[src/rtl/sb_pkg.sv]
package sb_pkg;

    localparam int SB_NREG  = 8;
    localparam int SB_LANES = 2;
    localparam int SB_NCPL  = 2;

    // Per-lane outcome of the readiness check.
    typedef struct packed {
        logic src_a_ok;
        logic src_b_ok;
        logic dst_ok;
    } lane_chk_t;

endpackage

[src/rtl/sb_cpl_decode.sv]
// Turns the completion ports into a mask of registers set this cycle.
module sb_cpl_decode #(
    parameter int NREG = sb_pkg::SB_NREG,
    parameter int NCPL = sb_pkg::SB_NCPL,
    localparam int RW  = $clog2(NREG)
) (
    input  logic [NCPL-1:0]    cpl_vld,
    input  logic [NCPL*RW-1:0] cpl_reg,
    output logic [NREG-1:0]    set_mask
);

    logic [NREG-1:0] port_mask [NCPL];

    for (genvar k = 0; k < NCPL; k++) begin : g_port
        always_comb begin
            port_mask[k] = '0;
            if (cpl_vld[k]) begin
                port_mask[k][cpl_reg[k*RW +: RW]] = 1'b1;
            end
        end
    end

    always_comb begin
        set_mask = '0;
        for (int k = 0; k < NCPL; k++) begin
            set_mask = set_mask | port_mask[k];
        end
    end

endmodule

[src/rtl/sb_lane_check.sv]
// Readiness check of one lane against the effective table and older lanes.
module sb_lane_check
    import sb_pkg::*;
#(
    parameter int NREG = sb_pkg::SB_NREG,
    localparam int RW  = $clog2(NREG)
) (
    input  logic [NREG-1:0] ready_eff,
    input  logic [NREG-1:0] older_dst,
    input  logic [RW-1:0]   src_a,
    input  logic [RW-1:0]   src_b,
    input  logic [RW-1:0]   dst,
    output lane_chk_t       chk,
    output logic            ok
);

    always_comb begin
        chk.src_a_ok = ready_eff[src_a] && !older_dst[src_a];
        chk.src_b_ok = ready_eff[src_b] && !older_dst[src_b];
        chk.dst_ok   = ready_eff[dst]   && !older_dst[dst];
        ok           = chk.src_a_ok && chk.src_b_ok && chk.dst_ok;
    end

endmodule

[src/rtl/sb_issue_chain.sv]
// In-order grant chain: a lane goes only behind a granted older lane.
module sb_issue_chain #(
    parameter int LANES = sb_pkg::SB_LANES
) (
    input  logic [LANES-1:0] req,
    input  logic [LANES-1:0] ok,
    output logic [LANES-1:0] grant
);

    for (genvar i = 0; i < LANES; i++) begin : g_lane
        if (i == 0) begin : g_head
            assign grant[i] = req[i] && ok[i];
        end else begin : g_tail
            assign grant[i] = req[i] && ok[i] && grant[i-1];
        end
    end

endmodule

[src/rtl/issue_scoreboard.sv]
module issue_scoreboard
    import sb_pkg::*;
#(
    parameter int NREG  = sb_pkg::SB_NREG,
    parameter int LANES = sb_pkg::SB_LANES,
    parameter int NCPL  = sb_pkg::SB_NCPL,
    localparam int RW   = $clog2(NREG)
) (
    input  logic                clk,
    input  logic                rst_n,
    input  logic [LANES-1:0]    iss_req,
    input  logic [LANES*RW-1:0] iss_src_a,
    input  logic [LANES*RW-1:0] iss_src_b,
    input  logic [LANES*RW-1:0] iss_dst,
    input  logic [NCPL-1:0]     cpl_vld,
    input  logic [NCPL*RW-1:0]  cpl_reg,
    output logic [LANES-1:0]    iss_grant,
    output logic [NREG-1:0]     reg_ready
);

    typedef struct packed {
        logic [NREG-1:0] valid;
    } sb_state_t;

    sb_state_t state_d, state_q;

    logic [NREG-1:0] set_mask;
    logic [NREG-1:0] ready_eff;
    logic [NREG-1:0] dst_dec   [LANES];
    logic [NREG-1:0] older_dst [LANES];
    logic [NREG-1:0] clr_mask;
    logic [LANES-1:0] lane_ok;
    lane_chk_t       lane_chk  [LANES];

    sb_cpl_decode #(.NREG(NREG), .NCPL(NCPL)) u_cpl (
        .cpl_vld  (cpl_vld),
        .cpl_reg  (cpl_reg),
        .set_mask (set_mask)
    );

    assign ready_eff = state_q.valid | set_mask;

    for (genvar i = 0; i < LANES; i++) begin : g_lane
        // Destination decode; register 0 is never tracked.
        always_comb begin
            dst_dec[i] = '0;
            dst_dec[i][iss_dst[i*RW +: RW]] = 1'b1;
            dst_dec[i][0] = 1'b0;
        end

        if (i == 0) begin : g_first
            assign older_dst[i] = '0;
        end else begin : g_next
            assign older_dst[i] = older_dst[i-1] | dst_dec[i-1];
        end

        sb_lane_check #(.NREG(NREG)) u_chk (
            .ready_eff (ready_eff),
            .older_dst (older_dst[i]),
            .src_a     (iss_src_a[i*RW +: RW]),
            .src_b     (iss_src_b[i*RW +: RW]),
            .dst       (iss_dst[i*RW +: RW]),
            .chk       (lane_chk[i]),
            .ok        (lane_ok[i])
        );
    end

    sb_issue_chain #(.LANES(LANES)) u_chain (
        .req   (iss_req),
        .ok    (lane_ok),
        .grant (iss_grant)
    );

    always_comb begin
        clr_mask = '0;
        for (int i = 0; i < LANES; i++) begin
            if (iss_grant[i]) begin
                clr_mask = clr_mask | dst_dec[i];
            end
        end
    end

    // Next state: completions set, grants clear (clear wins), reg 0 pinned.
    always_comb begin
        state_d       = state_q;
        state_d.valid = (state_q.valid | set_mask) & ~clr_mask;
        state_d.valid[0] = 1'b1;
    end

    always_ff @(posedge clk) begin
        if (!rst_n) begin
            state_q.valid <= '1;
        end else begin
            state_q <= state_d;
        end
    end

    assign reg_ready = state_q.valid;

endmodule

[config.mk]
export PLATFORM = sky130hd
export DESIGN_NAME = issue_scoreboard
export DESIGN_NICKNAME = d
export VERILOG_FILES = /design/src/rtl/sb_pkg.sv /design/src/rtl/sb_cpl_decode.sv /design/src/rtl/sb_lane_check.sv /design/src/rtl/sb_issue_chain.sv /design/src/rtl/issue_scoreboard.sv
export SDC_FILE = /design/constraint.sdc
export NUM_CORES = 1
export LEC_CHECK = 0
export ABC_AREA = 1
export BUFFER_PORTS_ARGS = -buffer_cell sky130_fd_sc_hd__buf_4
export CAP_MARGIN = 20
export CORE_MARGIN = 2
export CORE_UTILIZATION = 51
export DETAILED_ROUTE_END_ITERATION = 6
export GPL_TIMING_DRIVEN = 0
export HOLD_SLACK_MARGIN = 0.1
export PLACE_DENSITY = 0.83
export SYNTH_ARGS = -nofsm -noshare
export SYNTH_HDL_FRONTEND = slang
export SYNTH_SLANG_ARGS = --single-unit
[constraint.sdc]
create_clock -name clk -period 4.1 [get_ports clk]
set_clock_uncertainty 0.2 [all_clocks]
set_input_delay 1.23 -clock clk [delete_from_list [all_inputs] [get_ports clk]]
set_output_delay 1.23 -clock clk [all_outputs]
set_load 0.005 [all_outputs]
==> impl.org <==
** Cells and area
- Registers take 140.1 µm².
- Fin nets :: 339
- Synthesis-to-finish area growth :: 43.80%
- Count of filler cells inserted in the layout :: between 150 and 200
- Of the cells placed in the final design, the portion with a size suffix greater than 1 is 0.3312.
- 0 antenna diodes ended up in the layout.
- The register with the most flip-flops in the layout has 7 of them.
- The finished layout holds 336 standard cells, fillers aside.
- Area used by multi-input combinational logic :: 1052 µm²

** CTS
- Number of buffers added by the clock tree synthesis step :: 3
- In this run the number of H-tree levels came out at 1.
- CTS tree :: yes
- Clock Sinks :: 7
- Clock root buffer :: clkbuf_4
- Clock-pin slew was measured on the worst setup and hold paths at 0.05 ns.
- The clock passes through at most 2 buffers.
- The clock reaches the later pin of the worst-skew pair after 0.25 ns.

** Logic synthesis
- Post-Syn Nets :: 290
- Main combinational cell family by area after synthesis :: simple AND/OR/NAND/NOR gates
- Share of Yosys cell area claimed by the top area cell type :: 0.3000
- Area fraction in and, or, nand and nor cells after synthesis :: 0.6480
- Most frequent cells after synthesis :: 100 x nand2_1, 51 x inv_1, 32 x nor2_1
- The portion of synthesized area spent on multiplexers is 0.
- Unique masters post-synth :: 20
- FFs w/ async S/R, synth :: 0
- The share of the synthesized area in compound gates (AO/OA/AOI/OAI) was 0.06600.
- The synthesized design spends more area on one cell type than any other, namely nand2_1.
- Total standard cell area after synthesis :: 1251 µm²
- Counting flops and latches in the post-synthesis netlist gives 7.
- The Yosys step of the flow raised 0 warnings.
- Synthesized-area fraction occupied by xor and xnor cells :: 0
- For this run, the register share of the synthesized area comes to 0.1120.
- Ranked by total cell area, the synthesized netlist is headed by nand2_1 30%, inv_1 15%, nand3_1 12%, dfxtp_1 11%, nor2_1 9.6%.
- Most frequently used cell type in the post-synthesis netlist :: nand2_1
- Counting flops with a built-in enable in the synthesized netlist gives 0.
- Primary FF master, synth :: dfxtp_1
- Mean post-synth cell area :: 4.812 µm²
- Synthesis produced 260 cells.
- Adder-cell area share of the yosys netlist :: 0

** Hold path
- The min-delay analysis places its worst path in the category flip-flop to flip-flop.
- Count of cells along the worst hold path :: 6

** Global routing
- For this run, the total global-route usage over all layers was measured as 0.2760.
- Entering global routing, the biggest net connects 11 pins.
- The total overflow left after global routing is 0.
- The number of antenna violations at the first check in global routing was 0.
- For this run, global-route usage on met1 was measured as 0.3811.
- First-pass GRT wire length :: 5.851 mm
- The global routing stage identified its most utilized layer as met2.
- Global routing usage on met3 :: 0.01389
- Number of global-route vias before repair :: 1396
- For this run, global-route usage on met2 was measured as 0.4753.

** Flow run
- Total of max-cap violations :: 0

** Floorplanning
- Initial core utilization :: 0.5498
- From bottom edge to top edge, the die measures between 50 and 60 µm.
- The region available for standard cell placement spans roughly 2300 µm².
- I/O pin count :: 40
- The initialized floorplan defines 17 standard-cell rows.
- The die covers 2865 µm².
- The floorplan step set the die width to 53.53 µm.

** Setup path
- Counting cells, the worst reg-to-reg path comes to 12.
- Endpoint arrival time on the critical path :: around 2.6 ns
- The worst setup path is of the primary input to primary output kind.
- In this run the worst setup path begins at cpl_reg[1].
- Largest stage delay, worst path :: 0.15 ns
- Max FO, Critical Path :: 5
- Critical Path End :: iss_grant[1]
- Cell with the largest stage delay on the worst path :: nor2_8
- R2R Setup Slk :: ~2.2 ns
- Endpoint of the most critical register-to-register path :: reg_ready[6]
- Ordered list of cells on the worst path :: buf_4 -> inv_2 -> nand2_2 -> inv_1 -> nand2_2 -> nand3_4 -> o21ai_2 -> nor2_1 -> nand2_1 -> nor2_1 -> nand2_2 -> nor2_8 -> nand2_1 -> inv_1 -> buf_4
- STA classifies the critical path startpoint as a primary input.
- In this design, the critical path's most frequently occurring cell is nand2_2.
- The startpoint identified for the worst register-to-register timing path is reg_ready[4].
- Worst Path Required :: 2.67 ns
- The worst setup path is captured at a primary output.

** Routing
- Summed over all layers, the routed wires come to 4.109 mm.
- The count of nets left with antenna violations once routing finished came out at 0.
- In the routed design, unresolved DRC markers number 0.
- Count of routing violations after the opening detailed-route iteration :: 90
- Via count :: 1754
- Dividing the detail-routed via count by the number of cells gives 5.220.
- Before antenna repair, the detailed router went through 4 iterations.
- After detailed routing, the average wire length per cell comes to 12.23 µm.

** Timing
- Final worst-path setup slack :: 0.05755 ns
- Highest clock rate :: 247.4 MHz
- Min cycle time layout :: 4.042 ns
- The max-slew violation count is 0.
- In the finished design, the share of the clock period the worst path needs comes to 0.9860.
- The number of hold violations in the final report is 0.
- Setup violations remaining at the end of the flow were counted as 0.

** Place
- PortBufs :: 38
- Instance count after placement with tap cells included :: 326
- DP HPWL :: around 3 mm
- Routability congestion estimate from global placement :: 0.9466
- Setup WS pre-CTS :: -0.04943 ns

** Outcome
- Status :: completed

** Pwr
- Max rail drop VDD :: 0.2140 mV
- In this run the static leakage power is 1.090 nW.
- Of the total power, the share spent switching nets is 0.4045.
- Clock share of power :: 0.219
- Power spent charging and discharging nets :: 0.1162 mW
- Internal power :: 0.1710 mW
- Proportion of power drawn by combinational gates :: 0.528
- Power spread over the standard cell area amounts to 159.6 nW/µm².
- Power comes to 0.2872 mW.
- The share of total power dissipated in sequential elements is 0.253.
## timing repair
item / in CTS / in global routing
resized for setup: 2 / 50
endpoints found under the setup margin: 1 / 2
setup buffers: 1 / 5
gates cloned: 0 / 0
pin swaps: 1 / 19
hold buffers: 0 / 0
## worst min-delay path by stage
stage	startpoint	endpoint	slack [ns]
global placement	reg_ready[5]	reg_ready[5]	0.58
detailed placement	reg_ready[5]	reg_ready[5]	0.58
global route	reg_ready[7]	reg_ready[7]	0.67
floorplan	reg_ready[5]	reg_ready[5]	0.51
finish	reg_ready[5]	reg_ready[5]	0.61
CTS	reg_ready[5]	reg_ready[5]	0.60
## worst max-delay path: cells and delay by family
family / cells / cell delay [ns]
AND/OR/NAND/NOR: 9 / 0.91
buffers and inverters: 5 / 0.41
AO/OA/AOI/OAI: 1 / 0.06
## power by group through the flow
stage	Sequential [mW]	Combinational, mW	Clock, mW
final	0.0725	0.152	0.0630
after global routing	0.0728	0.166	0.0662
after CTS	0.0724	0.125	0.0653
after detailed placement	0.0739	0.122	0
after global placement	0.0738	0.121	0
after floorplan	0.0738	0.0710	0
## metal layers
metal  share of wire  vias to the layer above
li1                -                      894
met1            0.42                      769
met2            0.49                       81
met3           0.073                       10
met4           0.020                        0
met5               0                        -
## metrics by stage
stage                     hold WS, ns  area (µm²)  utilization  setup TNS [ns]
after CTS                      0.5988        1614       0.7092               0
after global routing           0.6745        1799       0.7905        -0.07368
after detailed placement       0.5839        1572       0.6905        -0.04943
final                          0.6112        1799       0.7905               0
after global placement         0.5792        1572       0.6905        -0.03552
after floorplan                0.5075        1251            -               0
## cells in the final DEF, fill, tap and decap left out, drive strengths merged
master	count
a21boi	1
a21oi	10
buf	46
clkbuf	3
clkinv	1
conb	1
dfxtp	7
inv	52
nand2	101
nand3	37
nand3b	1
nand4	4
nor2	38
nor3	1
o21ai	5
## cell families (layout without fill, tap and decap cells)
| kind of cell | count (synthesis) | in the layout |
|---|---|---|
| AND/OR/NAND/NOR | 182 | 182 |
| AO/OA/AOI/OAI | 16 | 16 |
| flip-flops | 7 | 7 |
| buffers and inverters | 54 | 102 |
| other | 1 | 1 |
## area by class of cell
| type | instances | share of cell area |
|---|---|---|
| multi-input combinational | 199 | 0.5848 |
| timing repair buffer | 44 | 0.1836 |
| inverter | 52 | 0.1085 |
| sequential | 7 | 0.07789 |
| tap | 28 | 0.01947 |
| clock buffer | 3 | 0.01252 |
| buffer | 2 | 0.01043 |
| clock inverter | 1 | 0.002782 |
No activity file was read; power rests on OpenSTA's default activity.
